<file path="config.mk">
export PLATFORM = sky130hd
export DESIGN_NAME = llr_viterbi_dec
export DESIGN_NICKNAME = d
export VERILOG_FILES = /design/src/rtl/vitdec_pkg.sv /design/src/rtl/vitdec_bmu.sv /design/src/rtl/vitdec_acs.sv /design/src/rtl/vitdec_trace.sv /design/src/rtl/llr_viterbi_dec.sv
export SDC_FILE = /design/constraint.sdc
export NUM_CORES = 2
export LEC_CHECK = 0
export BUFFER_PORTS_ARGS = -buffer_cell sky130_fd_sc_hd__buf_2
export CAP_MARGIN = 30
export CORE_MARGIN = 3
export CORE_UTILIZATION = 60
export CTS_CLUSTER_SIZE = 10
export DETAILED_ROUTE_END_ITERATION = 16
export MAX_ROUTING_LAYER = met4
export PLACE_DENSITY = 0.76
export SETUP_SLACK_MARGIN = 0.15
export SYNTH_ARGS = -nofsm -noshare
export SYNTH_HDL_FRONTEND = slang
export SYNTH_HIERARCHICAL = 1
export SYNTH_SLANG_ARGS = --single-unit
</file>
<file path="constraint.sdc">
create_clock -name clk -period 45.9 [get_ports clk]
set_clock_uncertainty 0.1 [all_clocks]
set_input_delay 2.295 -clock clk [delete_from_list [all_inputs] [get_ports clk]]
set_output_delay 2.295 -clock clk [all_outputs]
set_load 0.02 [all_outputs]
</file>
<file path="src/rtl/vitdec_pkg.sv">
// Package: shared trellis definitions for the 8-state recursive systematic decoder.
// A state is the delay line {d3,d2,d1}, with bit 0 holding d1 (the newest recursion bit).
// Assumes the recursion w = u^d2^d3 and the parity v = w^d1^d3.
package vitdec_pkg;

    localparam int NUM_ST = 8;

    typedef enum logic [1:0] {
        PH_ACS   = 2'd0,
        PH_TRACE = 2'd1,
        PH_EMIT  = 2'd2
    } phase_t;

    // Predecessor of next-state ns, where b is the delay bit that falls out of the line.
    function automatic logic [2:0] pred_of(input logic [2:0] ns, input logic b);
        return {b, ns[2], ns[1]};
    endfunction

    // Information bit on the branch that enters ns from the predecessor chosen by b.
    function automatic logic info_bit(input logic [2:0] ns, input logic b);
        return ns[0] ^ ns[2] ^ b;
    endfunction

    // Parity bit on the branch that enters ns from the predecessor chosen by b.
    function automatic logic par_bit(input logic [2:0] ns, input logic b);
        return ns[0] ^ ns[1] ^ b;
    endfunction

endpackage

</file>
<file path="src/rtl/vitdec_bmu.sv">
// Branch metric unit: adds the a priori value to the systematic value, then forms
// the four branch metrics u*(sys+apr) + v*par, indexed by {u,v}.
// Assumes W_BM >= W_LLR+2, so that no sum can overflow.
module vitdec_bmu #(
    parameter int W_LLR = 8,
    parameter int W_BM  = W_LLR + 2
) (
    input  logic signed [W_LLR-1:0] sys,
    input  logic signed [W_LLR-1:0] par,
    input  logic signed [W_LLR-1:0] apr,
    output logic signed [W_BM-1:0]  bm [4]
);

    logic signed [W_BM-1:0] l_info;
    logic signed [W_BM-1:0] l_par;

    // Combined information-bit LLR, and the sign-extended parity LLR.
    assign l_info = W_BM'(sys) + W_BM'(apr);
    assign l_par  = W_BM'(par);

    for (genvar k = 0; k < 4; k++) begin : g_bm
        localparam bit U = (k / 2) == 1;
        localparam bit V = (k % 2) == 1;
        // Metric of the branch that carries information bit U and parity bit V.
        assign bm[k] = (U ? l_info : '0) + (V ? l_par : '0);
    end

endmodule

</file>
<file path="src/rtl/vitdec_acs.sv">
// Add-compare-select array: eight path metrics, one trellis step per enabled clock.
// Keeps the larger candidate, resolving ties toward the predecessor whose oldest bit is 0.
// Then subtracts the minimum new metric from every metric.
// Assumes the metric spread stays below 2^(W_PM-1); INIT_GAP sets the head start of state 0.
module vitdec_acs
    import vitdec_pkg::*;
#(
    parameter int W_PM     = 14,
    parameter int W_BM     = 10,
    parameter int INIT_GAP = 2048
) (
    input  logic                   clk,
    input  logic                   rst_n,
    input  logic                   step_en,
    input  logic                   restart,
    input  logic signed [W_BM-1:0] bm [4],
    output logic [W_PM-1:0]        pm [NUM_ST],
    output logic [NUM_ST-1:0]      dec,
    output logic [2:0]             best_st
);

    localparam int W_C = W_PM + 2;

    logic [W_PM-1:0]        pm_q [NUM_ST];
    logic [W_PM-1:0]        pm_n [NUM_ST];
    logic signed [W_C-1:0]  win  [NUM_ST];

    for (genvar s = 0; s < NUM_ST; s++) begin : g_acs
        localparam logic [2:0] P0 = pred_of(3'(s), 1'b0);
        localparam logic [2:0] P1 = pred_of(3'(s), 1'b1);
        localparam logic [1:0] K0 = {info_bit(3'(s), 1'b0), par_bit(3'(s), 1'b0)};
        localparam logic [1:0] K1 = {info_bit(3'(s), 1'b1), par_bit(3'(s), 1'b1)};
        logic signed [W_C-1:0] c0;
        logic signed [W_C-1:0] c1;
        // Candidate metrics from both predecessors.
        assign c0 = $signed({2'b00, pm_q[P0]}) + W_C'(bm[K0]);
        assign c1 = $signed({2'b00, pm_q[P1]}) + W_C'(bm[K1]);
        // Strict compare: a tie keeps the predecessor whose dropped bit is 0.
        assign dec[s] = c1 > c0;
        assign win[s] = (c1 > c0) ? c1 : c0;
    end

    // Normalise the survivors by subtracting the smallest of them.
    always_comb begin
        logic signed [W_C-1:0] mn;
        logic signed [W_C-1:0] df;
        mn = win[0];
        for (int i = 1; i < NUM_ST; i++) begin
            if (win[i] < mn) mn = win[i];
        end
        for (int i = 0; i < NUM_ST; i++) begin
            df      = win[i] - mn;
            pm_n[i] = df[W_PM-1:0];
        end
    end

    // Pick the state with the largest stored metric, lowest index on ties.
    always_comb begin
        logic [W_PM-1:0] bv;
        bv      = pm_q[0];
        best_st = 3'd0;
        for (int i = 1; i < NUM_ST; i++) begin
            if (pm_q[i] > bv) begin
                bv      = pm_q[i];
                best_st = 3'(i);
            end
        end
    end

    // Metric registers: start state 0 ahead, otherwise take one normalised step.
    always_ff @(posedge clk) begin
        if (!rst_n || restart) begin
            for (int i = 0; i < NUM_ST; i++) begin
                pm_q[i] <= (i == 0) ? W_PM'(INIT_GAP) : '0;
            end
        end else if (step_en) begin
            for (int i = 0; i < NUM_ST; i++) begin
                pm_q[i] <= pm_n[i];
            end
        end
    end

    assign pm = pm_q;

endmodule

</file>
<file path="src/rtl/vitdec_trace.sv">
// Survivor store and traceback: holds all N_BLK decision vectors and walks them backwards.
// It writes the hard bits into a block buffer, then replays that buffer forward as outputs.
// Assumes the controller supplies one index for writing, tracing and emitting.
module vitdec_trace
    import vitdec_pkg::*;
#(
    parameter int N_BLK = 64,
    parameter int W_IDX = 6
) (
    input  logic              clk,
    input  logic              rst_n,
    input  logic              wr_en,
    input  logic [W_IDX-1:0]  idx,
    input  logic [NUM_ST-1:0] dec_in,
    input  logic              tr_en,
    input  logic              first,
    input  logic [2:0]        best_st,
    input  logic              emit_en,
    output logic              out_valid,
    output logic              out_bit
);

    logic [NUM_ST-1:0] surv [N_BLK];
    logic [N_BLK-1:0]  hard_q;
    logic [2:0]        st_q;
    logic [2:0]        cur_st;
    logic              d_bit;

    assign cur_st = first ? best_st : st_q;
    assign d_bit  = surv[idx][cur_st];

    // Store the decision vector of each accepted trellis step.
    always_ff @(posedge clk) begin
        if (wr_en) surv[idx] <= dec_in;
    end

    // Record the hard bit recovered at each traceback step.
    always_ff @(posedge clk) begin
        if (tr_en) hard_q[idx] <= info_bit(cur_st, d_bit);
    end

    // Traceback state and the registered output strobe and bit.
    always_ff @(posedge clk) begin
        if (!rst_n) begin
            st_q      <= 3'd0;
            out_valid <= 1'b0;
            out_bit   <= 1'b0;
        end else begin
            if (tr_en) st_q <= pred_of(cur_st, d_bit);
            out_valid <= emit_en;
            out_bit   <= emit_en ? hard_q[idx] : 1'b0;
        end
    end

endmodule

</file>
<file path="src/rtl/llr_viterbi_dec.sv">
// Top: soft-input, hard-output Viterbi decoder for one block of N_BLK steps.
// Phases: load (one ACS step per accepted input), trace (N_BLK cycles) and emit (N_BLK cycles).
// Assumes the block starts in state 0 and has no tail termination.
module llr_viterbi_dec #(
    parameter int N_BLK    = 64,
    parameter int W_LLR    = 8,
    parameter int W_PM     = 14,
    parameter int INIT_GAP = 2048
) (
    input  logic                    clk,
    input  logic                    rst_n,
    input  logic                    in_valid,
    input  logic signed [W_LLR-1:0] in_sys,
    input  logic signed [W_LLR-1:0] in_par,
    input  logic signed [W_LLR-1:0] in_apr,
    output logic                    out_valid,
    output logic                    out_bit
);

    import vitdec_pkg::*;

    localparam int W_BM  = W_LLR + 2;
    localparam int W_IDX = (N_BLK > 1) ? $clog2(N_BLK) : 1;
    localparam logic [W_IDX-1:0] IDX_LAST = W_IDX'(N_BLK - 1);

    phase_t             phase_q;
    logic [W_IDX-1:0]   idx_q;
    logic               first_q;
    logic signed [W_BM-1:0] bm [4];
    logic [W_PM-1:0]    pm [NUM_ST];
    logic [NUM_ST-1:0]  dec;
    logic [2:0]         best_st;
    logic               accept;
    logic               restart;
    logic [NUM_ST*W_PM-1:0] pm_flat;

    assign accept  = (phase_q == PH_ACS) && in_valid;
    assign restart = (phase_q == PH_EMIT) && (idx_q == IDX_LAST);

    for (genvar s = 0; s < NUM_ST; s++) begin : g_flat
        assign pm_flat[s*W_PM +: W_PM] = pm[s];
    end

    // Phase sequencing and the shared step index.
    always_ff @(posedge clk) begin
        if (!rst_n) begin
            phase_q <= PH_ACS;
            idx_q   <= '0;
            first_q <= 1'b0;
        end else begin
            case (phase_q)
                PH_ACS: begin
                    if (in_valid) begin
                        if (idx_q == IDX_LAST) begin
                            phase_q <= PH_TRACE;
                            first_q <= 1'b1;
                        end else begin
                            idx_q <= idx_q + 1'b1;
                        end
                    end
                end
                PH_TRACE: begin
                    first_q <= 1'b0;
                    if (idx_q == '0) phase_q <= PH_EMIT;
                    else             idx_q   <= idx_q - 1'b1;
                end
                PH_EMIT: begin
                    if (idx_q == IDX_LAST) begin
                        phase_q <= PH_ACS;
                        idx_q   <= '0;
                    end else begin
                        idx_q <= idx_q + 1'b1;
                    end
                end
                default: begin
                    phase_q <= PH_ACS;
                    idx_q   <= '0;
                end
            endcase
        end
    end

    vitdec_bmu #(.W_LLR(W_LLR), .W_BM(W_BM)) u_bmu (
        .sys (in_sys),
        .par (in_par),
        .apr (in_apr),
        .bm  (bm)
    );

    vitdec_acs #(.W_PM(W_PM), .W_BM(W_BM), .INIT_GAP(INIT_GAP)) u_acs (
        .clk     (clk),
        .rst_n   (rst_n),
        .step_en (accept),
        .restart (restart),
        .bm      (bm),
        .pm      (pm),
        .dec     (dec),
        .best_st (best_st)
    );

    vitdec_trace #(.N_BLK(N_BLK), .W_IDX(W_IDX)) u_trace (
        .clk       (clk),
        .rst_n     (rst_n),
        .wr_en     (accept),
        .idx       (idx_q),
        .dec_in    (dec),
        .tr_en     (phase_q == PH_TRACE),
        .first     (first_q),
        .best_st   (best_st),
        .emit_en   (phase_q == PH_EMIT),
        .out_valid (out_valid),
        .out_bit   (out_bit)
    );

endmodule

</file>
; After elaboration in Yosys (flattened, before gate mapping)
; Memories as Yosys holds them, arrays and structs flattened. A register that Yosys moved wholly into a read port is not among the register bits.
; Cells that the tools add are included.
[totals]
ff_bits = 190
latch_bits = 0
mem_bits_rw = 512
rom_bits = 0
in_bits = 27
out_inout_bits = 2
word_cells = 141
mem_count = 1
[classes]
add_sub_neg = 24
n_mul = 0
n_div = 0
n_lt_le_gt_ge = 25
n_eq_ne = 9
shift = 0
muxes = 53
bitwise_logic = 2
reduce_logical = 12
[memory_table]
columns = name, words, width, rd, rd_clocked_by_memory_dff, write_ports, line_no
row1 = u_trace.surv, 64, 8, 1, 1, 1, vitdec_trace.sv:23  ; logic [NUM_ST-1:0] surv [N_BLK];
[op_table]
columns = cell, n
row1 = 16-bit two-way mux, 14
row2 = 16-bit less-than comparator, 7
row3 = 14-bit subtractor, 8
row4 = 14-bit greater-than comparator, 7
row5 = 14-bit two-way mux, 7
row6 = 15-bit by 10-bit adder with 16-bit output, 4
row7 = 15-bit by 8-bit adder with 16-bit output, 4
row8 = 15-bit by 9-bit adder with 16-bit output, 4
row9 = 64-bit bitwise mux, 1
row10 = 16-bit greater-than comparator, 4
row11 = 6-bit two-way mux, 6
row12 = 15-bit by 16-bit greater-than comparator with 1-bit output, 2
row13 = 16-bit by 15-bit greater-than comparator with 1-bit output, 2
row14 = 6-bit one-hot mux with 3 select lines, 1
row15 = 3-bit two-way mux, 5
row16 = 2-bit two-way mux, 6
row17 = 9-bit by 8-bit adder with 10-bit output, 1
row18 = "2-bit != test, second input constant", 5
row19 = 8-bit by 8-bit adder with 9-bit output, 1
row20 = 1-bit two-way mux, 8
row21 = "6-bit by 7-bit less-than comparator with 1-bit output, second input constant", 1
row22 = "6-bit by 1-bit adder with 6-bit output, second input constant", 1
row23 = 1-bit binary-select mux with 6-bit select, 1
row24 = 1-bit demux with 6-bit select, 1
row25 = 20 further kinds, 24

; Logic depth before layout (Yosys ltp)
[logic_depth]
depth_word = 20
mapped_depth = 154
depth_no_buf = 140

; By module
; Netlist, hierarchy kept.
[modules_own_cells]
columns = module, n_inst, cells_each, area_per_inst_um2, seq_area_each_um2
row1 = vitdec_acs, 1, 4048, 30573.1, 2242.2
row2 = vitdec_trace, 1, 1348, 23281.1, 17396.7
row3 = vitdec_bmu, 1, 108, 837.1, 0.0
row4 = llr_viterbi_dec, 1, 78, 668.1, 180.2

; Least setup slack after synthesis
; OpenSTA, ideal clock, no wires.
[synth_path]
path_type = input to register
startpoint = in in_sys[0]
endpoint = reg u_acs.pm_q, in the netlist u_acs/pm[13]
setup_ns = 0.122
arrival_ns = 28.996
required_time_ns = 45.678
setup_slack_ns = 16.683
cell_stages = 141
n_path_buf = 15
cell_sequence = ha_1 > fa_1 > a21oi_2 > o211ai_1 > a21oi_1 > xnor2_1 > ha_1 > a211o_1 > o22ai_2 > o21a_1 > ha_1 > and3_1 > nor2b_1 > a21oi_1 > a31oi_1 > o21ai_0 > nand2b_1 > a21oi_1 > [105 not listed] > nor2_1 > buf_2 > clkbuf_1 > a311oi_1 > a21oi_1 > ha_1 > inv_1 > a21o_1 > and3_1 > o32ai_1 > o211ai_2 > o311ai_1 > a41oi_1 > o31ai_2 > a2111oi_1 > o21ai_1 > nor4b_2 > o21ai_1
[synth_rtl]
columns = item, line_no
row1 = "start, declared", llr_viterbi_dec.sv:13  ; input logic signed [W_LLR-1:0] in_sys,
row2 = "end signal, assigned by index", vitdec_acs.sv:74  ; pm_q[i] <= (i == 0) ? W_PM'(INIT_GAP) : '0;
row3 = "end signal, assigned by index", vitdec_acs.sv:78  ; pm_q[i] <= pm_n[i];
row4 = "end, declared", vitdec_acs.sv:24  ; logic [W_PM-1:0] pm_q [NUM_ST];

==> results.cfg <==
[synth]
synth-simple-area-share_pct = 11.60
synth_top_cell_by_area = edfxtp_1
yosys_warnings = 6
synth_cell_types = 123
synth_top_area_share_pct = 31.24
ys_ff_latch = 702
synth_compound_area_share_pct = 18.34
synth_edf_count = 576
ys_top_cells_by_area = edfxtp_1 31%, ha_1 15%, xnor2_1 4.7%
synth_xor_xnor_area_share_pct = 5.781
yosysMostFrequentCell = ha_1
yosysSeqAreaShare_pct = 35.80
syn_area_per_cell_um2 = 9.917
synthCells = 5582
synth_area_um2 = 55360
synthMuxAreaShare_pct = 7.705
ys.flop_type = edfxtp_1
synth_common_cells = 655 x ha_1, 576 x edfxtp_1, 475 x nor2_1
synthAdderAreaFrac_pct = 15.84
synth_top_family_by_area = compound AO/OA/AOI/OAI gates
async_reset_ff_share_pct = 0

[setup_path]
max_stage_delay_ns = 0.75
path_class = in2reg
arrival_ns = 32.16
cp_slowest_cell = a311oi_2
path_buf_inv = 14
crit_path_max_fanout = 77
worst_path_most_repeated_cell = a21oi_1
required_ns = 46.33
cp-start-kind = input pin
end_kind = flop
crit_family = compound AO/OA/AOI/OAI gates
r2r_slack_ns = 17.89

[routing]
wl_per_cell_um = 29.13
drtIter0Drc = 6642
via_per_inst = 6.785
dr_total_vias = 46420
wl_um = 199300
ant_nets = 0
firstDrtPassIters = 6
drcViolationCount = 0

[floorplanning]
dieWidth_um = 309.8
fp.dieH_um = 309.8
fp-row-count = 110
start_util_pct = 61.04
coreArea_um2 = 90700
die_area_um2 = 95950
io_pins = 29

[placed_design]
routabilityCongestion = 1.064
hpwlAfterDp_um = 151400
io_buffers = 28

[sta]
setup_viol = 0
tns_ns = 0
finalHoldViolations = 0
min_period_over_period_pct = 69.13
worst_slew_pin_slew_ns = 1.350
timing.final.crit_period_ns = 31.73
fmax_mhz = 31.51
rsz0062_at_grt = false
final_max_slew_viol_count = 0
relSlewSlack_pct = 10.02

[clocking]
cts_tree = built
clock_sinks = 702
clk_path_buf_depth = 3
cts_resized = 0
cts_made_buffers = 84
insertion_delay_ns = 0.68
cts_hold_buf = 0
post-cts-setup-buffer-count = 0
clockRootBuffer = clkbuf_16
clkTransAtPathRegs_ns = 0.06
h-tree-depth = 3

[finish]
drive_above_1_share_pct = 9.158
area_growth_pct = 7.413
num-fill-cells = 7132
layout.nets = 6314

[global_routing]
use_met1_pct = 57.41
track_usage_pct = 42.06
grt-ovfl-total = 0
met3_usage_pct = 13.69
grt_pass1_vias = 42770
grt_use_met2_pct = 58.36
busiest_layer = met2
grt_pass1_wl_um = 285700
grt_max_degree = 125
antenna_found_initial = 4

[run_status]
status = finished, final reports clean

[worst_hold_path]
hold_path.class = reg2reg

[flow_run]
drv_cap = 0
-- per-layer routing --
metal | vias up | routed length [um]
li1 | 20770 | -
met4 | 0 | 8531
met5 | - | 0
met3 | 461 | 27640
met1 | 22300 | 81220
met2 | 2891 | 81930
-- sequential cells by signal, summed over array words and instances, names as in the netlist --
| register | cells |
|---|---|
| u_acs/pm | 112 |
| u_trace/out_bit | 1 |
| u_trace/hard_q | 64 |
| idx_q | 6 |
| u_trace/out_valid | 1 |
| u_trace/surv | 512 |
| u_trace/st_q | 3 |
| phase_q | 2 |
| first_q | 1 |
-- per-stage QoR --
step | hold WS, ns | area (um2) | setup slack (ns) | utilization [%] | instances
6_report | 0.3843 | 59460 | 14.17 | 65.56 | 6842
5_1_grt | 0.4066 | 59450 | 11.91 | 65.54 | 6835
4_1_cts | 0.3831 | 59340 | 14.40 | 65.43 | 6825
3_5_place_dp | 0.3703 | 56830 | 13.85 | 62.66 | 6691
3_3_place_gp | 0.3617 | 56720 | 14.36 | 62.53 | 6678
2_1_floorplan | 0.3533 | 55390 | 16.68 | - | 5591
-- cell type report --
type	count	area [um2]	share of cell area, %
Antenna cell	10	25.02	0.04208
Clock buffer	118	2271	3.819
Clock inverter	16	242.7	0.4082
Inverter	420	1579	2.655
Multi-Input combinational cell	4255	32940	55.40
Sequential cell	702	19830	33.35
Tap cell	1176	1471	2.474
Timing Repair Buffer	145	1102	1.854
-- cell usage in the layout (no fill, tap or decap), drive strengths merged, types with 66 or more instances in the layout --
master and instances:
nor3 72, o21bai 120, nand2 293, ha 655
a21oi 453, dfxtp 126, xnor2 296, nor2b 77
xor2 66, nor2 476, a21o 121, clkbuf 119
inv 422, nand4 77, a211oi 75, o21ai 249
mux2i 194, buf 143, mux2 103, edfxtp 576
-- path summary, 6_finish.rpt --
path,startpoint,to,cells past startpoint
max reg2reg,u_acs/pm[102],u_acs/pm[13],117
min reg2reg,u_trace/st_q[0],u_trace/st_q[0],1
max,in_sys[0],u_acs/pm[13],136
min,u_trace/st_q[0],u_trace/st_q[0],1
-- cells by family (layout without fill, tap and decap cells) --
group / after synthesis / in the layout
other cells: 1 / 20
mux: 346 / 346
xor+xnor: 363 / 363
simple gates: 1326 / 1326
fa+ha+maj: 688 / 688
flops: 702 / 702
buf+inv: 634 / 699
compound gates: 1522 / 1522
Power is left out: the tool's default activity adds up to more than one toggle a clock period on the data nets, which glitch-free logic cannot reach.
